$ cat src/rtl/xbus_pkg.sv
package xbus_pkg;

  localparam int DATA_W = 16;
  localparam int LANE_W = DATA_W / 2;

  typedef enum logic [2:0] {
    ST_IDLE,
    ST_ADDR,
    ST_TURN,
    ST_WAIT,
    ST_DATA,
    ST_RECOV
  } seqState_t;

  // strobes from control to datapath
  typedef struct packed {
    logic load;       // capture request fields
    logic aleOn;      // address-latch state
    logic addrOnAd;   // address on shared lines
    logic xferOn;     // read/write strobe active
    logic upperHalf;  // second cycle of a split word
    logic dataEnd;    // data state (bus sampled at its end)
    logic lastData;   // data state of final cycle
  } seqStrobe_t;

endpackage

$ cat src/rtl/xbus_ctrl.sv
module xbus_ctrl
  import xbus_pkg::*;
#(
  parameter int WAIT_W = 4
) (
  input  logic              clk,
  input  logic              rstN,
  input  logic              reqValid,
  input  logic              reqWord,
  input  logic              cfgMux,
  input  logic              cfgBus8,
  input  logic [WAIT_W-1:0] cfgWaitCode,
  input  logic              cfgRecovCode,
  output logic              reqReady,
  output logic              done,
  output seqStrobe_t        strobe
);

  seqState_t         state;
  logic [WAIT_W-1:0] waitCnt;
  logic [WAIT_W-1:0] waitLen;
  logic              muxR;
  logic              splitR;
  logic              recovR;
  logic              halfR;
  logic              lastSub;
  logic              finalState;

  assign lastSub    = !splitR || halfR;
  assign finalState = (state == ST_DATA && !recovR) || (state == ST_RECOV);

  always_ff @(posedge clk) begin
    if (!rstN) begin
      state   <= ST_IDLE;
      waitCnt <= '0;
      waitLen <= '0;
      muxR    <= 1'b0;
      splitR  <= 1'b0;
      recovR  <= 1'b0;
      halfR   <= 1'b0;
    end else begin
      case (state)
        ST_IDLE: begin
          if (reqValid) begin
            muxR    <= cfgMux;
            splitR  <= cfgBus8 && reqWord;
            waitLen <= ~cfgWaitCode;     // inverted sense: all-ones code = no waits
            recovR  <= ~cfgRecovCode;    // inverted sense: 1 = no recovery
            halfR   <= 1'b0;
            state   <= ST_ADDR;
          end
        end
        ST_ADDR: begin
          waitCnt <= waitLen;
          if (muxR)                state <= ST_TURN;
          else if (waitLen != '0)  state <= ST_WAIT;
          else                     state <= ST_DATA;
        end
        ST_TURN: begin
          state <= (waitCnt != '0) ? ST_WAIT : ST_DATA;
        end
        ST_WAIT: begin
          waitCnt <= waitCnt - 1'b1;
          if (waitCnt == {{(WAIT_W-1){1'b0}}, 1'b1}) state <= ST_DATA;
        end
        ST_DATA, ST_RECOV: begin
          if (state == ST_DATA && recovR) begin
            state <= ST_RECOV;
          end else if (lastSub) begin
            state <= ST_IDLE;
          end else begin
            halfR <= 1'b1;
            state <= ST_ADDR;
          end
        end
        default: state <= ST_IDLE;
      endcase
    end
  end

  always_comb begin
    strobe.load      = (state == ST_IDLE) && reqValid;
    strobe.aleOn     = (state == ST_ADDR);
    strobe.addrOnAd  = (state == ST_ADDR) && muxR;
    strobe.xferOn    = (state == ST_TURN) || (state == ST_WAIT) || (state == ST_DATA);
    strobe.upperHalf = halfR;
    strobe.dataEnd   = (state == ST_DATA);
    strobe.lastData  = (state == ST_DATA) && lastSub;
  end

  assign reqReady = (state == ST_IDLE);
  assign done     = finalState && lastSub;

endmodule

$ cat src/rtl/xbus_dpath.sv
module xbus_dpath
  import xbus_pkg::*;
#(
  parameter int ADDR_W = 20
) (
  input  logic              clk,
  input  logic              rstN,
  input  seqStrobe_t        strobe,
  input  logic [ADDR_W-1:0] reqAddr,
  input  logic              reqWrite,
  input  logic              reqWord,
  input  logic [DATA_W-1:0] reqWData,
  input  logic              cfgBus8,
  input  logic [DATA_W-1:0] busAdIn,
  output logic              busAle,
  output logic [ADDR_W-1:0] busAddr,
  output logic [DATA_W-1:0] busAdOut,
  output logic              busAdOe,
  output logic              busRdN,
  output logic              busWrN,
  output logic [DATA_W-1:0] rdData
);

  logic [ADDR_W-1:0] addrR;
  logic [DATA_W-1:0] wdataR;
  logic              writeR;
  logic              wordR;
  logic              bus8R;
  logic [LANE_W-1:0] loByteR;
  logic [DATA_W-1:0] rdR;
  logic [DATA_W-1:0] writeLane;
  logic [DATA_W-1:0] assembled;
  logic              wrDrive;

  always_ff @(posedge clk) begin
    if (!rstN) begin
      addrR   <= '0;
      wdataR  <= '0;
      writeR  <= 1'b0;
      wordR   <= 1'b0;
      bus8R   <= 1'b0;
      loByteR <= '0;
      rdR     <= '0;
    end else begin
      if (strobe.load) begin
        addrR  <= reqAddr;
        wdataR <= reqWData;
        writeR <= reqWrite;
        wordR  <= reqWord;
        bus8R  <= cfgBus8;
      end
      if (strobe.dataEnd && !strobe.upperHalf) loByteR <= busAdIn[LANE_W-1:0];
      if (strobe.lastData) rdR <= assembled;
    end
  end

  // word accesses: bit 0 selects the byte half of a split word
  assign busAddr = wordR ? {addrR[ADDR_W-1:1], strobe.upperHalf} : addrR;

  always_comb begin
    if (bus8R)
      writeLane = {{LANE_W{1'b0}},
                   (wordR && strobe.upperHalf) ? wdataR[DATA_W-1:LANE_W] : wdataR[LANE_W-1:0]};
    else if (wordR)
      writeLane = wdataR;
    else
      writeLane = {{LANE_W{1'b0}}, wdataR[LANE_W-1:0]};
  end

  always_comb begin
    if (wordR && bus8R)
      assembled = {busAdIn[LANE_W-1:0], loByteR};
    else if (wordR)
      assembled = busAdIn;
    else
      assembled = {{LANE_W{1'b0}}, busAdIn[LANE_W-1:0]};
  end

  assign wrDrive  = strobe.xferOn && writeR;
  assign busAle   = strobe.aleOn;
  assign busRdN   = !(strobe.xferOn && !writeR);
  assign busWrN   = !wrDrive;
  assign busAdOe  = strobe.addrOnAd || wrDrive;
  assign busAdOut = strobe.addrOnAd ? busAddr[DATA_W-1:0] : (wrDrive ? writeLane : '0);

  // bypass in the final data state so the result meets the done pulse
  assign rdData = strobe.lastData ? assembled : rdR;

endmodule

$ cat src/rtl/xbus_cycle_seq.sv
module xbus_cycle_seq
  import xbus_pkg::*;
#(
  parameter int ADDR_W = 20,
  parameter int WAIT_W = 4
) (
  input  logic              clk,
  input  logic              rstN,
  input  logic              reqValid,
  output logic              reqReady,
  input  logic [ADDR_W-1:0] reqAddr,
  input  logic              reqWrite,
  input  logic              reqWord,
  input  logic [15:0]       reqWData,
  input  logic              cfgMux,
  input  logic              cfgBus8,
  input  logic [WAIT_W-1:0] cfgWaitCode,
  input  logic              cfgRecovCode,
  output logic              busAle,
  output logic [ADDR_W-1:0] busAddr,
  output logic [15:0]       busAdOut,
  input  logic [15:0]       busAdIn,
  output logic              busAdOe,
  output logic              busRdN,
  output logic              busWrN,
  output logic [15:0]       rdData,
  output logic              done
);

  seqStrobe_t strobe;

  xbus_ctrl #(.WAIT_W(WAIT_W)) u_ctrl (
    .clk          (clk),
    .rstN         (rstN),
    .reqValid     (reqValid),
    .reqWord      (reqWord),
    .cfgMux       (cfgMux),
    .cfgBus8      (cfgBus8),
    .cfgWaitCode  (cfgWaitCode),
    .cfgRecovCode (cfgRecovCode),
    .reqReady     (reqReady),
    .done         (done),
    .strobe       (strobe)
  );

  xbus_dpath #(.ADDR_W(ADDR_W)) u_dpath (
    .clk      (clk),
    .rstN     (rstN),
    .strobe   (strobe),
    .reqAddr  (reqAddr),
    .reqWrite (reqWrite),
    .reqWord  (reqWord),
    .reqWData (reqWData),
    .cfgBus8  (cfgBus8),
    .busAdIn  (busAdIn),
    .busAle   (busAle),
    .busAddr  (busAddr),
    .busAdOut (busAdOut),
    .busAdOe  (busAdOe),
    .busRdN   (busRdN),
    .busWrN   (busWrN),
    .rdData   (rdData)
  );

endmodule

$ cat config.mk
export PLATFORM = sky130hd
export DESIGN_NAME = xbus_cycle_seq
export DESIGN_NICKNAME = d
export VERILOG_FILES = /design/src/rtl/xbus_pkg.sv /design/src/rtl/xbus_ctrl.sv /design/src/rtl/xbus_dpath.sv /design/src/rtl/xbus_cycle_seq.sv
export SDC_FILE = /design/constraint.sdc
export NUM_CORES = 1
export LEC_CHECK = 0
export BUFFER_PORTS_ARGS = -buffer_cell sky130_fd_sc_hd__buf_2
export CAP_MARGIN = 10
export CORE_UTILIZATION = 55
export CTS_CLUSTER_SIZE = 24
export DETAILED_ROUTE_END_ITERATION = 8
export PLACE_DENSITY = 0.81
export SYNTH_ARGS = -nofsm -noshare
export SYNTH_HDL_FRONTEND = slang
export SYNTH_HIERARCHICAL = 1
export SYNTH_SLANG_ARGS = --single-unit
export TNS_END_PERCENT = 10
$ cat constraint.sdc
create_clock -name clk -period 4.7 [get_ports clk]
set_input_delay 0.47 -clock clk [delete_from_list [all_inputs] [get_ports clk]]
set_output_delay 0.47 -clock clk [all_outputs]
set_load 0.02 [all_outputs]
==> results of run 1 <==
-- layer usage --
metal	routed length [um]	vias up
met5	0	-
met4	119	0
met3	496	8
met2	3860	101
met1	3760	1401
li1	-	1560
-- synthesized netlist by cell type (8+ instances only) --
master	number	area share, %
nor2b_1	51	8.1
o22ai_1	8	1.3
buf_4	24	4.6
nand3_1	10	1.3
buf_2	9	1.1
a21bo_1	8	2.0
clkbuf_1	9	0.86
nand2_1	20	1.9
inv_1	11	1.1
nor2_1	13	1.2
dfxtp_1	78	40
a221o_1	8	2.0
mux2i_1	56	14
a22o_1	8	1.8
and2_1	23	3.7
-- flip-flops by register name, indices dropped and copies added, names as in the netlist, 3 cells and up --
name / cells
u_dpath/addrR: 20
u_dpath/rdR: 16
u_dpath/wdataR: 16
u_dpath/loByteR: 8
u_ctrl/waitCnt: 4
u_ctrl/waitLen: 4
u_ctrl/state: 3
-- worst max path at each step --
stage,from,to,cells after the start
4_1_cts,u_ctrl/state[1]$_SDFFE_PN0P_,rdData[12],7
5_1_grt,u_ctrl/state[1]$_SDFFE_PN0P_,rdData[12],7
3_3_place_gp,u_ctrl/state[1]$_SDFFE_PN0P_,rdData[10],7
3_5_place_dp,u_ctrl/state[1]$_SDFFE_PN0P_,rdData[10],7
2_1_floorplan,u_ctrl/state[2]$_SDFFE_PN0P_,busAdOut[1],7
6_report,u_ctrl/state[1]$_SDFFE_PN0P_,rdData[12],7
-- cells by family (layout without fill, tap and decap cells) --
group,after synthesis,after routing
AOI/OAI and AO/OA,63,63
adders and majority gates,2,2
buffers and inverters,61,152
DFF,78,78
muxes,59,59
and+or+nand+nor,142,142
-- power breakdown --
group / internal, uW / switching (uW) / total, uW
registers: 794 / 138 / 932
logic: 383 / 505 / 887
clock network: 311 / 241 / 553
-- layout make-up --
| type | count | area [sq um] |
|---|---|---|
| multi-input cells | 266 | 2000 |
| inverters | 13 | 48.8 |
| well taps | 96 | 120 |
| clock inverters | 5 | 81.3 |
| repair buffers | 124 | 628 |
| fillers | 582 | 2260 |
| flip-flops and latches | 78 | 1560 |
| clock buffers | 10 | 138 |
-- stage by stage --
step           worst slack (ns)  instances  total power (uW)  hold WS [ns]  util [%]
4_1_cts                    1.42        592              2390         0.351      67.0
2_1_floorplan              2.36        405              1680         0.440         -
3_5_place_dp               1.82        577              1830         0.470      63.8
6_report                   1.41        592              2370         0.364      67.0
5_1_grt                    1.20        592              2530         0.368      67.0
3_3_place_gp               1.95        577              1810         0.462      63.8
-- critical path, delay by kind of cell, from the launching register on --
family | cells | cell delay, ns
AOI/OAI and AO/OA | 1 | 0.27
DFF | 1 | 0.47
and+or+nand+nor | 3 | 1.04
buffers and inverters | 3 | 0.69
==> out/metrics.yaml, run 1 <==
post_cts_resized: 0
grt_pass1_wl_mm: 13.0
clockRootBuffer: "clkbuf_8"
postLayoutCellArea_sq_um: 4580
outcome: "complete, no violations"
leakage_uw: 0.00209
synth_nets: 471
crit_path_end_kind: "primary output"
regToRegEndpoint: "u_dpath/rdR[12]$_SDFF_PN0_"
post_cts_buffers: 0
cts_sinks: 78
dieArea_sq_um: 7480
crit_chain: "inv_2 -> nand2_1 -> nor3_2 -> buf_4 -> nand2_1 -> o22ai_1 -> buf_2"
met1_usage_pct: 28.2
path_class: "reg2out"
worstPathArrival_ns: 2.82
min_to: "u_ctrl/muxR$_SDFFE_PN0P_"
insertion_delay_ns: 0.35
htreeDepth: 3
cts_buffers: 9
use_met3_pct: 5.52
reg2reg_from: "u_ctrl/state[1]$_SDFFE_PN0P_"
netlist_area_sq_um: 3930
std_cell_rows: 30
drc_errors: 0
grt_use_met2_pct: 36.3
ctsHoldBuffers: 0
drv_cap: 0
yosys.area_share.simple_pct: 21.4
critPathMaxFanout: 15
ys_seq_area_share_pct: 39.8
post-route-min-period_ns: 3.29
cts_tree: "yes"
drv_slew: 0
slowest_delay_ns: 0.70
synth_cell_type_count: 50
fin_worst_skew_ns: 0.0106
start_util_pct: 57.5
whs_path_depth: 3
post_dp_cell_area_sq_um: 4360
synthFlopType: "dfxtp_1"
clk_pin_slew_ns: 0.07
tns_ns: 0
grt_pass1_vias: 2696
async_reset_ff_share_pct: 0
antennaDiodeCount: 0
fin_nets: 558
worst_slew_pin_slew_ns: 1.13
rsz0062_at_grt: "false"
hp-class: "in2reg"
cts.path.max_buffers: 2
yosys_warnings: 6
ys_ff_latch: 78
grt.overflow.total: 0
synthMuxAreaShare_pct: 15.3
place.gp.congestion: 0.899
coreArea_sq_um: 6830
synth-compound-area-share_pct: 13.3
min_from: "cfgMux"
viasPerCell: 5.19
mostFrequentLayoutCells: "buf_2 (121), dfxtp_1 (78), mux2i_1 (56)"
cp_data_required_time_ns: 4.23
grt_max_degree: 79
area_growth_pct: 16.6
vias: 3070
finalSetupViolations: 0
syn_avg_cell_area_sq_um: 9.69
synthAdderAreaFrac_pct: 0.638
power_density_nw_per_um2: 518
fmax_ghz: 0.304
drt-wirelength-per-cell_um: 13.9
critPathMostFrequentCell: "nand2_1"
antenna_found_initial: 0
hold_viol_final: 0
peakVddDrop_mv: 0.310
drive_above_1_share_pct: 31.0
die_h_um: 86.5
globalRouteTotalUtil_pct: 22.2
r2r_setup_slack_ns: 2.21
synth_edf_count: 0
critPathSlowestCell: "nor3_2"
antenna_left: 0
syn_inst: 405
mostFrequentLayoutCell: "buf_2"
busiest_layer: "met2"
reg2regPathDepth: 7
dr.pass1.iters: 4
period_share_pct: 70.0
io_buffer_count: 121
first_iter_violations: 107
max-slew-margin-rel_pct: 24.4
dieWidth_um: 86.5
ios: 122
cp-start-kind: "flip-flop"
wirelength_mm: 8.24
yosys.area_share.xor_xnor_pct: 0
synth_top_family_by_area: "simple AND/OR/NAND/NOR gates"
dp_hpwl_mm: 5.79
Note: power is estimated with default switching activity, not from simulation.
==> run 2: changes to the inputs <==
CORE_UTILIZATION = 51   (was 55)
PLACE_DENSITY = 0.76   (was 0.81)
clock period = 3.23 ns   (was 4.7 ns; I/O delays follow)
==> out/metrics.yaml, run 2 (synthesized netlist as in run 1, its figures left out) <==
drt-wirelength-per-cell_um: 14.1  # +1.7%
cpLargestDelayFamily: "simple AND/OR/NAND/NOR gates"
combPwrFrac_pct: 39.7  # +2.3 points
switchingPower_uw: 1290  # +46%
cts.path.max_buffers: 2  # unchanged
finalSetupViolations: 0  # unchanged
cp_data_required_time_ns: 2.91  # -1.32 ns
post_cts_resized: 0  # unchanged
outcome: "complete, no violations"
switching_share_pct: 37.8  # +0.60 points
mostFrequentLayoutCells: "buf_2 (121), dfxtp_1 (78), mux2i_1 (56)"
die_h_um: 89.7  # +3.8%
post-route-min-period_ns: 2.79
clkPwrFrac_pct: 21.2  # -2.1 points
drv_slew: 0  # unchanged
antennaDiodeCount: 0  # unchanged
cts_sinks: 78  # unchanged
cp_num_cells: 7  # unchanged
reg2regPathDepth: 6  # -1
cts_tree: "yes"
fmax_ghz: 0.359
largest_reg_flops: 20  # unchanged
vias: 3108  # +1.2%
peakVddDrop_mv: 0.472  # +52%
htreeDepth: 3  # unchanged
crit_chain: "nand2b_1 -> nor3_2 -> buf_4 -> nand3b_4 -> nor2b_1 -> a221o_1 -> buf_2"
min_from: "cfgMux"
hold_viol_final: 0  # unchanged
insertion_delay_ns: 0.35  # about the same
worst_slew_pin_slew_ns: 1.06  # -0.0688 ns
rsz0062_at_grt: "false"
reg2reg_from: "u_ctrl/state[1]$_SDFFE_PN0P_"
grt_pass1_wl_mm: 13.9  # +6.9%
critPathLaunch: "u_ctrl/state[2]$_SDFFE_PN0P_"
worstPathArrival_ns: 2.46  # -0.36 ns
power_density_nw_per_um2: 742  # +43%
drive_above_1_share_pct: 30.9  # -0.19 points
tns_ns: 0  # unchanged
drc_errors: 0  # unchanged
dp_hpwl_mm: 6.01  # +3.7%
post_cts_buffers: 0  # unchanged
leakage_uw: 0.00210  # +0.16%
antenna_left: 0  # unchanged
path_class: "reg2out"
ios: 122  # unchanged
r2r_setup_slack_ns: 1.05  # -1.16 ns
whs_ns: 0.217  # -0.147 ns
crit_path_end_kind: "primary output"
fin_nets: 560  # +0.36%
clockRootBuffer: "clkbuf_8"
grt_pass1_vias: 2863  # +6.2%
globalRouteTotalUtil_pct: 21.4  # -0.83 points
slowest_delay_ns: 0.51  # -0.19 ns
met1_usage_pct: 28.1  # -0.030 points
viasPerCell: 5.20  # +0.22%
antenna_found_initial: 0  # unchanged
area_growth_pct: 16.7
cts_buffers: 9  # unchanged
wirelength_mm: 8.46  # +2.7%
coreArea_sq_um: 7330  # +7.3%
power_frac_seq_pct: 39.2  # about the same
dieArea_sq_um: 8050  # +7.7%
cp-start-kind: "flip-flop"
path_buf_inv: 2  # -1
intPower_uw: 2110  # +42%
dr.pass1.iters: 4  # unchanged
dieWidth_um: 89.7  # +3.8%
fin_worst_skew_ns: 0.0145  # +0.00390 ns
critPathMaxFanout: 19  # +4
regToRegEndpoint: "u_dpath/loByteR[2]$_SDFFE_PN0P_"
use_met3_pct: 4.06  # -1.5 points
first_iter_violations: 80  # -25%
hp-class: "in2reg"
mostFrequentLayoutCell: "buf_2"
endpoint: "busAdOut[5]"
largest-register: "u_dpath/addrR"
busiest_layer: "met2"
grt.overflow.total: 0  # unchanged
place.gp.congestion: 0.889  # -1.1%
drv_cap: 0  # unchanged
ctsHoldBuffers: 0  # unchanged
reg_top3: "u_dpath/addrR: 20 flops, u_dpath/rdR: 16 flops, u_dpath/wdataR: 16 flops"
grt_use_met2_pct: 34.1  # -2.2 points
max-slew-margin-rel_pct: 29.1  # +4.7 points
clk_pin_slew_ns: 0.07  # about the same
period_share_pct: 86.2
std_cell_rows: 31  # +3.3%
grt_max_degree: 79  # unchanged
start_util_pct: 53.5  # -3.9 points
io_buffer_count: 121  # unchanged
critPathSlowestCell: "dfxtp_1"
==> run 2: cell types whose count changed in the layout (fill, tap and decap cells not counted), sizes merged <==
cell      delta
buf          +2
bufinv       -1
clkbuf       +3
clkinv       +1
clkinvlp     -1
inv          -1
==> run 2: per-layer routing <==
layer	up-vias	wire length (um)
li1	1563	-
met1	1435	4080
met2	102	3880
met3	8	408
met4	0	91
met5	-	0
==> run 2: tightest hold or removal path, cell delays in order <==
cell and delay (ns):
buf_2 0.10, nand2_1 0.05, a21boi_1 0.05
==> run 2: metrics by stage <==
step                      instances  worst slack (ns)  total power [uW]  area [sq um]  util [%]
after floorplan                 405              1.04              2450          3930         -
after global placement          582             0.919              2680          4390      59.9
after detailed placement        582             0.841              2700          4390      59.9
after CTS                       598             0.451              3430          4580      62.5
after global routing            598             0.264              3610          4580      62.5
final                           598             0.445              3400          4580      62.5
==> run 2: area by class of cell <==
class,count,area (sq um)
repair buffers,126,656
flip-flops and latches,78,1560
multi-input cells,266,2000
clock inverters,3,43.8
well taps,99,124
clock buffers,13,149
inverters,13,48.8
fillers,653,2750
==> run 2: power groups by stage <==
stage | clock network (uW) | registers [uW] | logic, uW
5_1_grt | 785 | 1360 | 1470
3_5_place_dp | 0 | 1350 | 1350
2_1_floorplan | 0 | 1270 | 1180
4_1_cts | 738 | 1330 | 1360
6_report | 720 | 1330 | 1350
3_3_place_gp | 0 | 1340 | 1340
==> run 2: worst min path at each step <==
stage          cells after the start                          to  slack, ns
2_1_floorplan                      2  u_ctrl/splitR$_SDFFE_PN0P_       0.44
6_report                           3    u_ctrl/muxR$_SDFFE_PN0P_       0.22
3_5_place_dp                       2  u_ctrl/splitR$_SDFFE_PN0P_       0.47
5_1_grt                            3    u_ctrl/muxR$_SDFFE_PN0P_       0.21
4_1_cts                            3    u_ctrl/muxR$_SDFFE_PN0P_       0.20
3_3_place_gp                       2  u_ctrl/splitR$_SDFFE_PN0P_       0.47
==> run 3: changes to the inputs <==
MAX_ROUTING_LAYER = met4   (was unset)
SETUP_SLACK_MARGIN = 0.02   (was unset)
clock period = 2.62 ns   (was 3.23 ns; I/O delays follow)
==> out/metrics.yaml, run 3 (synthesized netlist as in run 1, its figures left out) <==
outcome: "complete, no violations"
insertion_delay_ns: 0.35  # about the same
worst_slew_pin_slew_ns: 0.985  # -0.0779 ns
period_share_pct: 93.6
switchingPower_uw: 1620  # +26%
switching_share_pct: 36.8  # -1.1 points
mostFrequentLayoutCell: "buf_2"
grt_max_degree: 34  # -57%
instances_no_fill: 602  # +0.67%
cts.path.max_buffers: 2  # unchanged
clockRootBuffer: "clkbuf_8"
viasPerCell: 5.22  # +0.52%
tns_ns: 0  # unchanged
intPower_uw: 2790  # +32%
drv_slew: 0  # unchanged
whs_ns: 0.164  # -0.0526 ns
dieArea_sq_um: 8050  # unchanged
grt_pass1_wl_mm: 14.2  # +2.7%
antenna_left: 0  # unchanged
io_buffer_count: 121  # unchanged
rsz0062_at_grt: "true"
first_iter_violations: 104  # +30%
largest-register: "u_dpath/addrR"
dieWidth_um: 89.7  # unchanged
mostFrequentLayoutCells: "buf_2 (121), dfxtp_1 (75), mux2i_1 (56)"
drt-wirelength-per-cell_um: 14.3  # +0.84%
largest_reg_flops: 20  # unchanged
drive_above_1_share_pct: 32.4  # +1.5 points
fmax_ghz: 0.408
met1_usage_pct: 28.7  # +0.61 points
std_cell_rows: 31  # unchanged
vias: 3145  # +1.2%
finalSetupViolations: 0  # unchanged
grt_use_met2_pct: 35.1  # +1.0 points
drv_cap: 0  # unchanged
hp-class: "in2reg"
antenna_found_initial: 0  # unchanged
hold_viol_final: 0  # unchanged
cts_tree: "yes"
coreArea_sq_um: 7330  # unchanged
dr.pass1.iters: 4  # unchanged
busiest_layer: "met2"
globalRouteTotalUtil_pct: 22.4  # +1.1 points
grt.overflow.total: 0  # unchanged
placed_cells: 586  # +0.69%
peakVddDrop_mv: 0.461  # -2.5%
drc_errors: 0  # unchanged
crit_path_end_kind: "primary output"
path_class: "reg2out"
grt_pass1_vias: 2921  # +2.0%
post_dp_cell_area_sq_um: 4420  # +0.68%
power_frac_seq_pct: 37.4  # -1.8 points
clkPwrFrac_pct: 24.7  # +3.5 points
worstPathArrival_ns: 2.19  # -0.27 ns
post_cts_buffers: 0  # unchanged
fin_worst_skew_ns: 0.0141  # -0.000403 ns
critPathMaxFanout: 15  # -4
n_fill_cell: 634  # -2.9%
power_density_nw_per_um2: 947  # +28%
wirelength_mm: 8.59  # +1.5%
cts_sinks: 78  # unchanged
totalPowerFinal_uw: 4420  # +30%
post-route-min-period_ns: 2.45
cp-start-kind: "flip-flop"
htreeDepth: 3  # unchanged
dp_hpwl_mm: 6.26  # +4.1%
combPwrFrac_pct: 37.9  # -1.8 points
leakage_uw: 0.00214  # +1.9%
whs_path_depth: 3  # unchanged
die_h_um: 89.7  # unchanged
place.gp.congestion: 0.943  # +6.1%
start_util_pct: 53.5  # unchanged
cts_buffers: 9  # unchanged
max-slew-margin-rel_pct: 34.2  # +5.1 points
cp_data_required_time_ns: 2.36  # -0.55 ns
reg2regPathDepth: 6  # unchanged
area_growth_pct: 18.8
clk_pin_slew_ns: 0.07  # about the same
fin_nets: 564  # +0.71%
postLayoutCellArea_sq_um: 4660  # +1.8%
reg_top3: "u_dpath/addrR: 20 flops, u_dpath/rdR: 16 flops, u_dpath/wdataR: 16 flops"
ios: 122  # unchanged
use_met3_pct: 4.48  # +0.42 points
antennaDiodeCount: 0  # unchanged
-- run 3: changes by cell type in the layout (fill, tap and decap cells not counted), sizes merged --
cell / change
clkbuf: -2
inv: +1
buf: +4
bufinv: +2
clkinvlp: +1
clkinv: -2
-- run 3: metal layers --
layer,wire length (um),share of wire [%],vias to the layer above
met5,0,0,-
met4,125,1.5,0
met3,433,5.0,12
met2,3980,46,100
met1,4050,47,1467
li1,-,-,1566
-- run 3: power groups by stage --
stage / clock, uW / combinational (uW) / sequential, uW
final: 1090 / 1670 / 1650
after CTS: 1110 / 1680 / 1650
after global routing: 1160 / 1820 / 1690
after global placement: 0 / 1650 / 1660
after floorplan: 0 / 1460 / 1560
after detailed placement: 0 / 1670 / 1670
-- run 3: timing repair --
action                                  4_1_cts  5_1_grt
endpoints found under the setup margin       16       28
hold endpoints to repair                      0        0
resized for setup                             2        3
hold buffers                                  0        0
-- run 3: layout make-up --
type / count / area [sq um] / area share (%)
Multi-Input combinational cell: 266 / 2000 / 42.9
Sequential cell: 78 / 1570 / 33.6
Timing Repair Buffer: 130 / 686 / 14.7
Clock buffer: 11 / 131 / 2.82
Tap cell: 99 / 124 / 2.66
Clock inverter: 5 / 106 / 2.28
Inverter: 13 / 48.8 / 1.05
-- run 3: worst paths after layout --
check,start,end,slack (ns)
worst max-delay path,u_ctrl/state[1]$_SDFFE_PN0P_,busAdOut[15],0.17
worst min-delay path,cfgMux,u_ctrl/muxR$_SDFFE_PN0P_,0.16
worst max register to register,u_ctrl/state[1]$_SDFFE_PN0P_,u_dpath/loByteR[6]$_SDFFE_PN0P_,0.65
worst min register to register,u_ctrl/splitR$_SDFFE_PN0P_,u_ctrl/splitR$_SDFFE_PN0P_,0.48
-- run 3: stage by stage --
step	setup WS (ns)	utilization, %
floorplan	0.487	-
global placement	0.383	60.3
detailed placement	0.286	60.3
CTS	0.0490	63.6
global route	0.0185	63.6
finish	0.168	63.6
-- run 3: critical path, cell delays in order (launching register included) --
cell and delay (ns):
dfxtp_4 0.40, inv_2 0.10, nand2_1 0.12, nor2_1 0.13
or2_1 0.22, nand3b_4 0.13, nor3b_4 0.41, a22o_1 0.19
buf_2 0.16
